--- src/rtl/twi_cfg_slave.sv ---
module twi_cfg_slave #(
  parameter logic [6:0] DEV_ADDR = 7'h69,
  parameter int NREG = 11,
  parameter logic [NREG*8-1:0] ADDRS = 88'h47_46_45_44_42_41_40_13_12_0C_09,
  parameter logic [NREG*8-1:0] WMASK = 88'hFF_C0_FF_FF_FF_FF_1F_FF_18_FF_3F,
  parameter logic [NREG*8-1:0] FIXED = 88'h00_3F_00_00_00_00_C0_00_20_00_00
) (
  input  logic            clk,
  input  logic            rst_n,
  input  logic            scl_i,
  input  logic            sda_i,
  output logic            sda_oe,
  output logic            wr_err,
  output logic [NREG*8-1:0] cfg_o
);

  typedef enum logic [2:0] {S_IDLE, S_DEV, S_REG, S_WR, S_RD} st_t;

  logic [1:0] scl_s, sda_s;
  logic       scl_q, sda_q;

  always_ff @(posedge clk or negedge rst_n)
    if (!rst_n) begin
      scl_s <= 2'b11; sda_s <= 2'b11; scl_q <= 1'b1; sda_q <= 1'b1;
    end else begin
      scl_s <= {scl_s[0], scl_i};
      sda_s <= {sda_s[0], sda_i};
      scl_q <= scl_s[1];
      sda_q <= sda_s[1];
    end

  wire scl      = scl_s[1];
  wire sda      = sda_s[1];
  wire scl_rise = scl & ~scl_q;
  wire scl_fall = ~scl & scl_q;
  wire start_c  = scl & scl_q & sda_q & ~sda;
  wire stop_c   = scl & scl_q & ~sda_q & sda;

  st_t        st;
  logic [3:0] bitcnt;
  logic [7:0] shreg, tx, ptr;
  logic       rd_mode, m_ack;
  logic [7:0] mem [NREG];

  for (genvar i = 0; i < NREG; i++) begin : g_view
    assign cfg_o[i*8 +: 8] = mem[i] | FIXED[i*8 +: 8];
  end

  logic       hit;
  int         hidx;
  logic [7:0] rd_byte;

  always_comb begin
    hit  = 1'b0;
    hidx = 0;
    for (int i = 0; i < NREG; i++)
      if (ADDRS[i*8 +: 8] == ptr) begin
        hit  = 1'b1;
        hidx = i;
      end
    rd_byte = hit ? cfg_o[hidx*8 +: 8] : 8'h00;
  end

  always_ff @(posedge clk or negedge rst_n)
    if (!rst_n) begin
      st      <= S_IDLE;
      bitcnt  <= '0;
      shreg   <= '0;
      tx      <= '0;
      ptr     <= '0;
      rd_mode <= 1'b0;
      m_ack   <= 1'b0;
      sda_oe  <= 1'b0;
      wr_err  <= 1'b0;
      for (int i = 0; i < NREG; i++) mem[i] <= '0;
    end else if (start_c) begin
      st     <= S_DEV;
      bitcnt <= '0;
      sda_oe <= 1'b0;
    end else if (stop_c) begin
      st     <= S_IDLE;
      sda_oe <= 1'b0;
    end else if (st != S_IDLE) begin
      if (scl_rise) begin
        if (bitcnt < 4'd8) begin
          shreg  <= {shreg[6:0], sda};
          bitcnt <= bitcnt + 4'd1;
        end else if (bitcnt == 4'd8) begin
          bitcnt <= 4'd9;
          m_ack  <= ~sda;
        end
      end else if (scl_fall) begin
        if (bitcnt == 4'd8) begin
          case (st)
            S_DEV:
              if (shreg[7:1] == DEV_ADDR) begin
                sda_oe  <= 1'b1;
                rd_mode <= shreg[0];
              end else st <= S_IDLE;
            S_REG: begin
              ptr    <= shreg;
              sda_oe <= 1'b1;
            end
            S_WR: begin
              if (hit) mem[hidx] <= shreg & WMASK[hidx*8 +: 8];
              else     wr_err    <= 1'b1;
              ptr    <= ptr + 8'd1;
              sda_oe <= 1'b1;
            end
            default: begin
              sda_oe <= 1'b0;
              ptr    <= ptr + 8'd1;
            end
          endcase
        end else if (bitcnt == 4'd9) begin
          bitcnt <= '0;
          sda_oe <= 1'b0;
          case (st)
            S_DEV:
              if (rd_mode) begin
                st     <= S_RD;
                tx     <= rd_byte;
                sda_oe <= ~rd_byte[7];
              end else st <= S_REG;
            S_REG: st <= S_WR;
            S_RD:
              if (m_ack) begin
                tx     <= rd_byte;
                sda_oe <= ~rd_byte[7];
              end else st <= S_IDLE;
            default: ;
          endcase
        end else if (st == S_RD && bitcnt != 4'd0) begin
          sda_oe <= ~tx[6];
          tx     <= {tx[6:0], 1'b0};
        end
      end
    end

endmodule

--- config.mk ---
export PLATFORM = sky130hd
export DESIGN_NAME = twi_cfg_slave
export DESIGN_NICKNAME = d
export VERILOG_FILES = /design/src/rtl/twi_cfg_slave.sv
export SDC_FILE = /design/constraint.sdc
export NUM_CORES = 1
export LEC_CHECK = 0
export BUFFER_PORTS_ARGS = -buffer_cell sky130_fd_sc_hd__buf_2
export CAP_MARGIN = 20
export CORE_ASPECT_RATIO = 1.1
export CORE_MARGIN = 2
export CORE_UTILIZATION = 58
export CTS_CLUSTER_DIAMETER = 30
export DETAILED_ROUTE_END_ITERATION = 10
export PLACE_DENSITY = 0.81
export SYNTH_ARGS = -nofsm -noshare
export SYNTH_HDL_FRONTEND = slang
export SYNTH_SLANG_ARGS = --single-unit
--- constraint.sdc ---
create_clock -name clk -period 4.25 [get_ports clk]
set_clock_uncertainty 0.2 [all_clocks]
set_input_delay 0.2125 -clock clk [delete_from_list [all_inputs] [get_ports clk]]
set_output_delay 0.2125 -clock clk [all_outputs]
set_load 0.1 [all_outputs]
==> impl_metrics.env, run 1 <==
export IMPL_yosysTopAreaCell="dfrtp_1"
export IMPL_ys_seq_elements=119
export IMPL_tightest_slew_ns=1.04
export IMPL_cts_tree="done"
export IMPL_grt_pass1_vias=5460
export IMPL_io_pins=94
export IMPL_synth_distinct_cells=75
export IMPL_finalSetupViolCount=0
export IMPL_max_stage_delay_ns=0.48
export IMPL_totalWireLength_um=18400
export IMPL_p_int_mw=2.07
export IMPL_cp_common_cell="and2_1"
export IMPL_netlist_area_sq_mm=0.00640
export IMPL_synth_top_cell_area_share_pct=44.2
export IMPL_hp_class="flop to flop"
export IMPL_grt_usage_pct=31.6
export IMPL_setup_ws_ns=0.648
export IMPL_drtIter0Drc=492
export IMPL_cts_buffer_depth=2
export IMPL_crit_buf_inv=2
export IMPL_grt_start_max_net_pins=60
export IMPL_dr_pass1_iters=5
export IMPL_final_layout_size_suffix_gt1_share_pct=27.9
export IMPL_vias_per_cell=6.44
export IMPL_worstPathMaxFanout=10
export IMPL_seq_area_sq_mm=0.00299
export IMPL_synthFlopType="dfrtp_1"
export IMPL_routedWlPerCell_um=21.0
export IMPL_seqPwrFrac_pct=43.3
export IMPL_hold_violations=0
export IMPL_slew_headroom_pct=30.3
export IMPL_timing_fmax_ghz=0.278
export IMPL_multi_input_area_sq_mm=0.00316
export IMPL_ys_warn_count=0
export IMPL_p_leak_nw=3.45
export IMPL_worstSetupPathType="flop to flop"
export IMPL_synth_cells=636
export IMPL_arrival_ns=3.69
export IMPL_post_route_period_util_pct=84.7
export IMPL_crit_path_end_kind="flop"
export IMPL_nets=730
export IMPL_synth_edf_count=0
export IMPL_p_sw_mw=0.923
export IMPL_n_antenna_cell=0
export IMPL_fillers=833
export IMPL_cts_sinks=119
export IMPL_period_minus_slack_ns=3.60
export IMPL_fp_dieH_um=114
export IMPL_critPathTopFamily="simple AND/OR/NAND/NOR gates"
export IMPL_switching_share_pct=30.8
export IMPL_antenna_left=0
export IMPL_dp_hpwl_um=13000
export IMPL_grt_overflow=0
export IMPL_p_per_area_mw_per_mm2=403
export IMPL_grt_pass1_wl_um=28900
export IMPL_start_util_pct=58.9
export IMPL_setup_tns_final_ns=0
export IMPL_power_frac_comb_pct=12.6
export IMPL_synth_seq_area_share_pct=46.6
export IMPL_antenna_found_initial=0
export IMPL_worstSkewPairLatency_ns=0.42
export IMPL_ctsHtreeMaxLevel=4
export IMPL_clk_pin_slew_ns=0.06
export IMPL_ys_async_sr_fraction_pct=100
export IMPL_place_ws_ns=0.807
export IMPL_synth_most_common_cell="dfrtp_1"
export IMPL_crit_chain="inv_1, ha_1, or3b_2, o2111ai_1, and2_1, nor2_1, buf_4, o21a_1, and2_1, mux2_2"
export IMPL_cp_required_ns=4.34
export IMPL_dieArea_sq_mm=0.0119
export IMPL_ir_worst_vdd_uv=257
export IMPL_cts_root_buf="clkbuf_16"
export IMPL_synthTopCellsByCount="dfrtp_1, nand2_1, mux2_2"
export IMPL_num_vias=5634
export IMPL_slew_viol_final=0
export IMPL_drc=0
export IMPL_slowest_stage="or3b_2"
export IMPL_io_buffer_count=84
export IMPL_syn_area_per_cell_sq_um=10.1
export IMPL_syn_to_final_growth_pct=16.0
export IMPL_rsz0062_at_grt="no"
export IMPL_rows=40
export IMPL_gp_congestion=1.00
export IMPL_cts_setup_buffers=0
export IMPL_startpoint_type="flop"
export IMPL_post_route_util_pct=68.4
export IMPL_core_area_sq_mm=0.0109
export IMPL_cap_violations=0
export IMPL_numCtsBuffers=17
export IMPL_outcome="finished clean"
export IMPL_synthTopCellsByArea="dfrtp_1, mux2_2, nand2_1"
export IMPL_clock_power_share_pct=44.0
export IMPL_die_w_um=104
metal layers:
metal  global-route usage [%]  vias up  part of all wire, %
met3                     6.26       79                  7.7
met2                     50.6      371                   48
li1                         -     2458                    -
met1                     40.2     2726                   39
met5                        0        -                    0
met4                     18.8        0                  5.1
placed cells by master (no fill, tap or decap), drive strengths merged, types with 5 or more instances in the layout:
cell and instances:
o21ai 67, a31oi 7, o22ai 5, mux2i 17
ha 11, clkinv 5, a211oi 9, clkbuf 17
buf 91, o211ai 7, nor3 16, and2 12
nand3b 8, inv 18, conb 9, nand4 5
dfrtp 113, nor2b 10, dfstp 6, a21oi 27
nand2b 7, mux2 56, nand2 79, nand3 17
nor2 34
registers in the layout, indices dropped and copies added, names as in the netlist:
name and count:
scl_s 2, scl_q 1, cfg_o 79, ptr 8, sda_s 2, bitcnt 4, sda_oe 1, shreg 8
rd_mode 1, wr_err 1, tx 7, m_ack 1, sda_q 1, st 3
worst paths after layout:
kind | start | to | slack [ns] | cells after the start
min in group asynchronous | rst_n | bitcnt[3] | 0.21 | 2
setup reg to reg | ptr[0] | cfg_o[40] | 0.65 | 10
setup / recovery | ptr[0] | cfg_o[40] | 0.65 | 10
hold / removal | scl_s[0] | scl_s[1] | 0.15 | 0
max in group asynchronous | rst_n | tx[4] | 2.68 | 3
hold reg to reg | scl_s[0] | scl_s[1] | 0.15 | 0
power groups by stage:
stage	logic, mW	clock network [mW]	registers [mW]
6_report	0.377	1.32	1.30
5_1_grt	0.413	1.39	1.30
4_1_cts	0.372	1.32	1.29
3_5_place_dp	0.368	0	1.31
3_3_place_gp	0.358	0	1.31
2_1_floorplan	0.292	0	1.25
worst reg2reg max path: stages, from the launching register on:
cell	delay (ns)
dfrtp_1	0.44
inv_1	0.09
ha_1	0.33
or3b_2	0.48
o2111ai_1	0.14
and2_1	0.44
nor2_1	0.25
buf_4	0.29
o21a_1	0.28
and2_1	0.25
mux2_2	0.30
through the flow:
step           cells  total power [mW]  cell area, sq um  hold WS [ns]
3_5_place_dp     840              1.68              6850         0.119
3_3_place_gp     840              1.66              6850         0.105
5_1_grt          875              3.10              7420         0.149
2_1_floorplan    644              1.54              6430        -0.283
6_report         875              2.99              7420         0.153
4_1_cts          875              2.99              7420         0.150
kinds of logic (layout without fill, tap and decap cells):
logic type | count (synthesis) | in the layout | synth area share, %
AO/OA/AOI/OAI | 161 | 161 | 16.2
XOR/XNOR | 1 | 1 | 0.137
adder cells (fa/ha/maj) | 11 | 11 | 2.15
buffers and inverters | 54 | 138 | 4.42
flip-flops | 119 | 119 | 46.6
multiplexers | 73 | 73 | 12.5
other | 1 | 9 | 0.0586
AND/OR/NAND/NOR | 216 | 216 | 17.8
what timing repair did:
action / 4_1_cts / 5_1_grt
hold endpoints to repair: 53 / 0
hold buffers: 3 / 0
resized for setup: 0 / 0
final cells by class:
| type | instances | share of cell area [%] |
|---|---|---|
| well taps | 147 | 2.48 |
| clock buffers | 17 | 5.73 |
| inverters | 12 | 0.607 |
| clock inverters | 15 | 1.58 |
| multi-input cells | 471 | 42.6 |
| flip-flops and latches | 119 | 40.2 |
| repair buffers | 94 | 6.81 |
Power figures use the tool's default switching activity.
==> inputs of run 2 (changes only) <==
ABC_AREA = 1   (was default)
CORE_UTILIZATION = 57   (was 58)
PLACE_DENSITY = 0.8   (was 0.81)
clock period = 3.6 ns   (was 4.25 ns; I/O delays follow)
==> run 2 against run 1 <==
  * Clock power is 37% higher
  * Largest power group unchanged
  * Cell area is 0.32% higher
  * Synthesized cell count is 22% higher
  * Routed wire length hardly changed
  * Sequential cell count stayed put
  * Worst hold slack better by 0.0011 ns
  * Via count is 6.0% higher
  * Synthesized area is 1.2% lower
  * Sequential power is 8% higher
  * Power is 17% higher
  * Highest routed layer unchanged
  * First-iteration DRC count is 5.7% lower
  * Count of clock-buffer cells in the layout stayed put
==> impl_metrics.env, run 2 <==
export IMPL_dieArea_sq_mm=0.0120
export IMPL_max_stage_delay_ns=0.40
export IMPL_ir_worst_vdd_uv=349
export IMPL_antenna_left=0
export IMPL_clk_pin_slew_ns=0.06
export IMPL_ctsHtreeMaxLevel=4
export IMPL_drtIter0Drc=464
export IMPL_hp_class="flop to flop"
export IMPL_ys_seq_elements=119
export IMPL_core_area_sq_mm=0.0109
export IMPL_p_leak_nw=3.73
export IMPL_cts_sinks=119
export IMPL_worstPathMaxFanout=20
export IMPL_n_antenna_cell=0
export IMPL_cts_resized=0
export IMPL_grt_pass1_vias=5666
export IMPL_post_route_period_util_pct=92.1
export IMPL_slew_viol_final=0
export IMPL_synth_edf_count=0
export IMPL_startpoint_type="flop"
export IMPL_cp_required_ns=3.72
export IMPL_dp_hpwl_um=12700
export IMPL_numCtsBuffers=17
export IMPL_rsz0062_at_grt="no"
export IMPL_nets=881
export IMPL_crit_path_end_kind="flop"
export IMPL_num_vias=5970
export IMPL_antenna_found_initial=0
export IMPL_timing_fmax_ghz=0.302
export IMPL_cap_violations=0
export IMPL_cts_hold_buf=3
export IMPL_io_pins=94
export IMPL_syn_area_per_cell_sq_um=8.14
export IMPL_crit_chain="inv_1, ha_1, nand2_1, nor2_2, nor2_1, nand2_1, nand2_2, nand2_2, nor2_4, inv_4, nor2_2, inv_2, nand3_2, o21ai_1"
export IMPL_die_w_um=104
export IMPL_synth_top_family_by_area="simple AND/OR/NAND/NOR gates"
export IMPL_grt_start_max_net_pins=73
export IMPL_fillers=870
export IMPL_synth_cells=777
export IMPL_crit_buf_inv=3
export IMPL_slew_headroom_pct=38.1
export IMPL_cts_root_buf="clkbuf_16"
export IMPL_cts_buffer_depth=2
export IMPL_synth_seq_area_share_pct=47.2
export IMPL_drc=0
export IMPL_finalSetupViolCount=0
export IMPL_setup_tns_final_ns=0
export IMPL_synthTopCellsByArea="dfrtp_1, nand2_1, o21ai_1"
export IMPL_muxShareOfSynthArea_pct=0
export IMPL_ys_async_sr_fraction_pct=100
export IMPL_layout_commonest_cell="nand2_1"
export IMPL_yosysTopAreaCell="dfrtp_1"
export IMPL_period_minus_slack_ns=3.32
export IMPL_cts_setup_buffers=0
export IMPL_fp_dieH_um=114
export IMPL_gp_congestion=0.967
export IMPL_netlist_area_sq_mm=0.00632
export IMPL_dr_pass1_iters=5
export IMPL_rows=40
export IMPL_synth_top_cell_area_share_pct=44.7
export IMPL_layout_common_cells="nand2_1, dfrtp_1, buf_2"
export IMPL_synth_most_common_cell="nand2_1"
export IMPL_synth_simple_area_share_pct=26.5
export IMPL_io_buffer_count=84
export IMPL_critPathTopFamily="simple AND/OR/NAND/NOR gates"
export IMPL_grt_overflow=0
export IMPL_multi_input_area_sq_mm=0.00283
export IMPL_cts_tree="done"
export IMPL_vias_per_cell=5.82
export IMPL_arrival_ns=3.44
export IMPL_synth_fa_ha_area_share_pct=2.18
export IMPL_grt_pass1_wl_um=29100
export IMPL_ys_warn_count=0
export IMPL_synth_distinct_cells=46
export IMPL_synthTopCellsByCount="nand2_1, dfrtp_1, nor2_1"
export IMPL_hold_violations=0
export IMPL_p_per_area_mw_per_mm2=469
export IMPL_synth_compound_area_share_pct=15.3
export IMPL_worstSetupPathType="flop to flop"
export IMPL_tightest_slew_ns=0.929
export IMPL_outcome="finished clean"
export IMPL_grt_usage_pct=31.5
export IMPL_routedWlPerCell_um=18.0
export IMPL_final_layout_size_suffix_gt1_share_pct=21.4
export IMPL_largest_reg_flops=79
export IMPL_seq_area_sq_mm=0.00299
export IMPL_start_util_pct=58.2
export IMPL_totalWireLength_um=18400
export IMPL_worstSkewPairLatency_ns=0.42
export IMPL_syn_to_final_growth_pct=17.8
export IMPL_synthFlopType="dfrtp_1"
export IMPL_synth_xor_area_share_pct=0.277
export IMPL_slowest_stage="dfrtp_1"
export IMPL_p_total_mw=3.50
run 2: final timing paths:
check | startpoint | endpoint | slack, ns | depth (start not counted)
worst max register to register | ptr[0] | cfg_o[45] | 0.28 | 14
max in group asynchronous | rst_n | sda_s[1] | 2.10 | 3
worst min-delay path | sda_s[0] | sda_s[1] | 0.15 | 0
min in group asynchronous | rst_n | cfg_o[11] | 0.24 | 2
worst max-delay path | ptr[0] | cfg_o[45] | 0.28 | 14
worst min register to register | sda_s[0] | sda_s[1] | 0.15 | 0
run 2: per-stage QoR:
step / instances / util (%) / instance area, sq um / worst slack (ns) / hold WS, ns
2_1_floorplan: 785 / - / 6350 / 1.18 / -0.316
4_1_cts: 1026 / 68.6 / 7450 / 0.343 / 0.155
3_5_place_dp: 991 / 62.5 / 6790 / 0.458 / 0.0861
6_report: 1026 / 68.6 / 7450 / 0.284 / 0.154
5_1_grt: 1026 / 68.6 / 7450 / 0.0436 / 0.157
3_3_place_gp: 991 / 62.5 / 6790 / 0.583 / 0.0851
run 2: routing by layer:
metal	share of wire [%]	vias to the layer above	GRT usage (%)	routed length, um
met5	0	-	0	0
met3	8.4	71	6.83	1550
met1	40	2840	38.8	7280
met2	48	328	52.4	8750
met4	4.5	0	16.5	833
li1	-	2731	-	-
run 2: where the power goes:
group | leakage, nW | total (mW) | switching (mW) | internal [mW]
Clock | 0.311 | 1.81 | 0.647 | 1.16
Sequential | 1.64 | 1.41 | 0.0403 | 1.37
Combinational | 1.78 | 0.276 | 0.230 | 0.0462
run 2: area by class of cell:
cell class | count | area share [%]
clock buffers | 17 | 5.71
inverters | 84 | 4.27
flip-flops and latches | 119 | 40.1
multi-input cells | 552 | 38.0
clock inverters | 15 | 2.70
repair buffers | 92 | 6.75
well taps | 147 | 2.47
run 2: cells by family (layout without fill, tap and decap cells):
logic type	Yosys count	in the layout
adder cells (fa/ha/maj)	11	11
AND/OR/NAND/NOR	359	359
buffers and inverters	114	208
other	1	9
XOR/XNOR	2	2
AO/OA/AOI/OAI	171	171
flip-flops	119	119
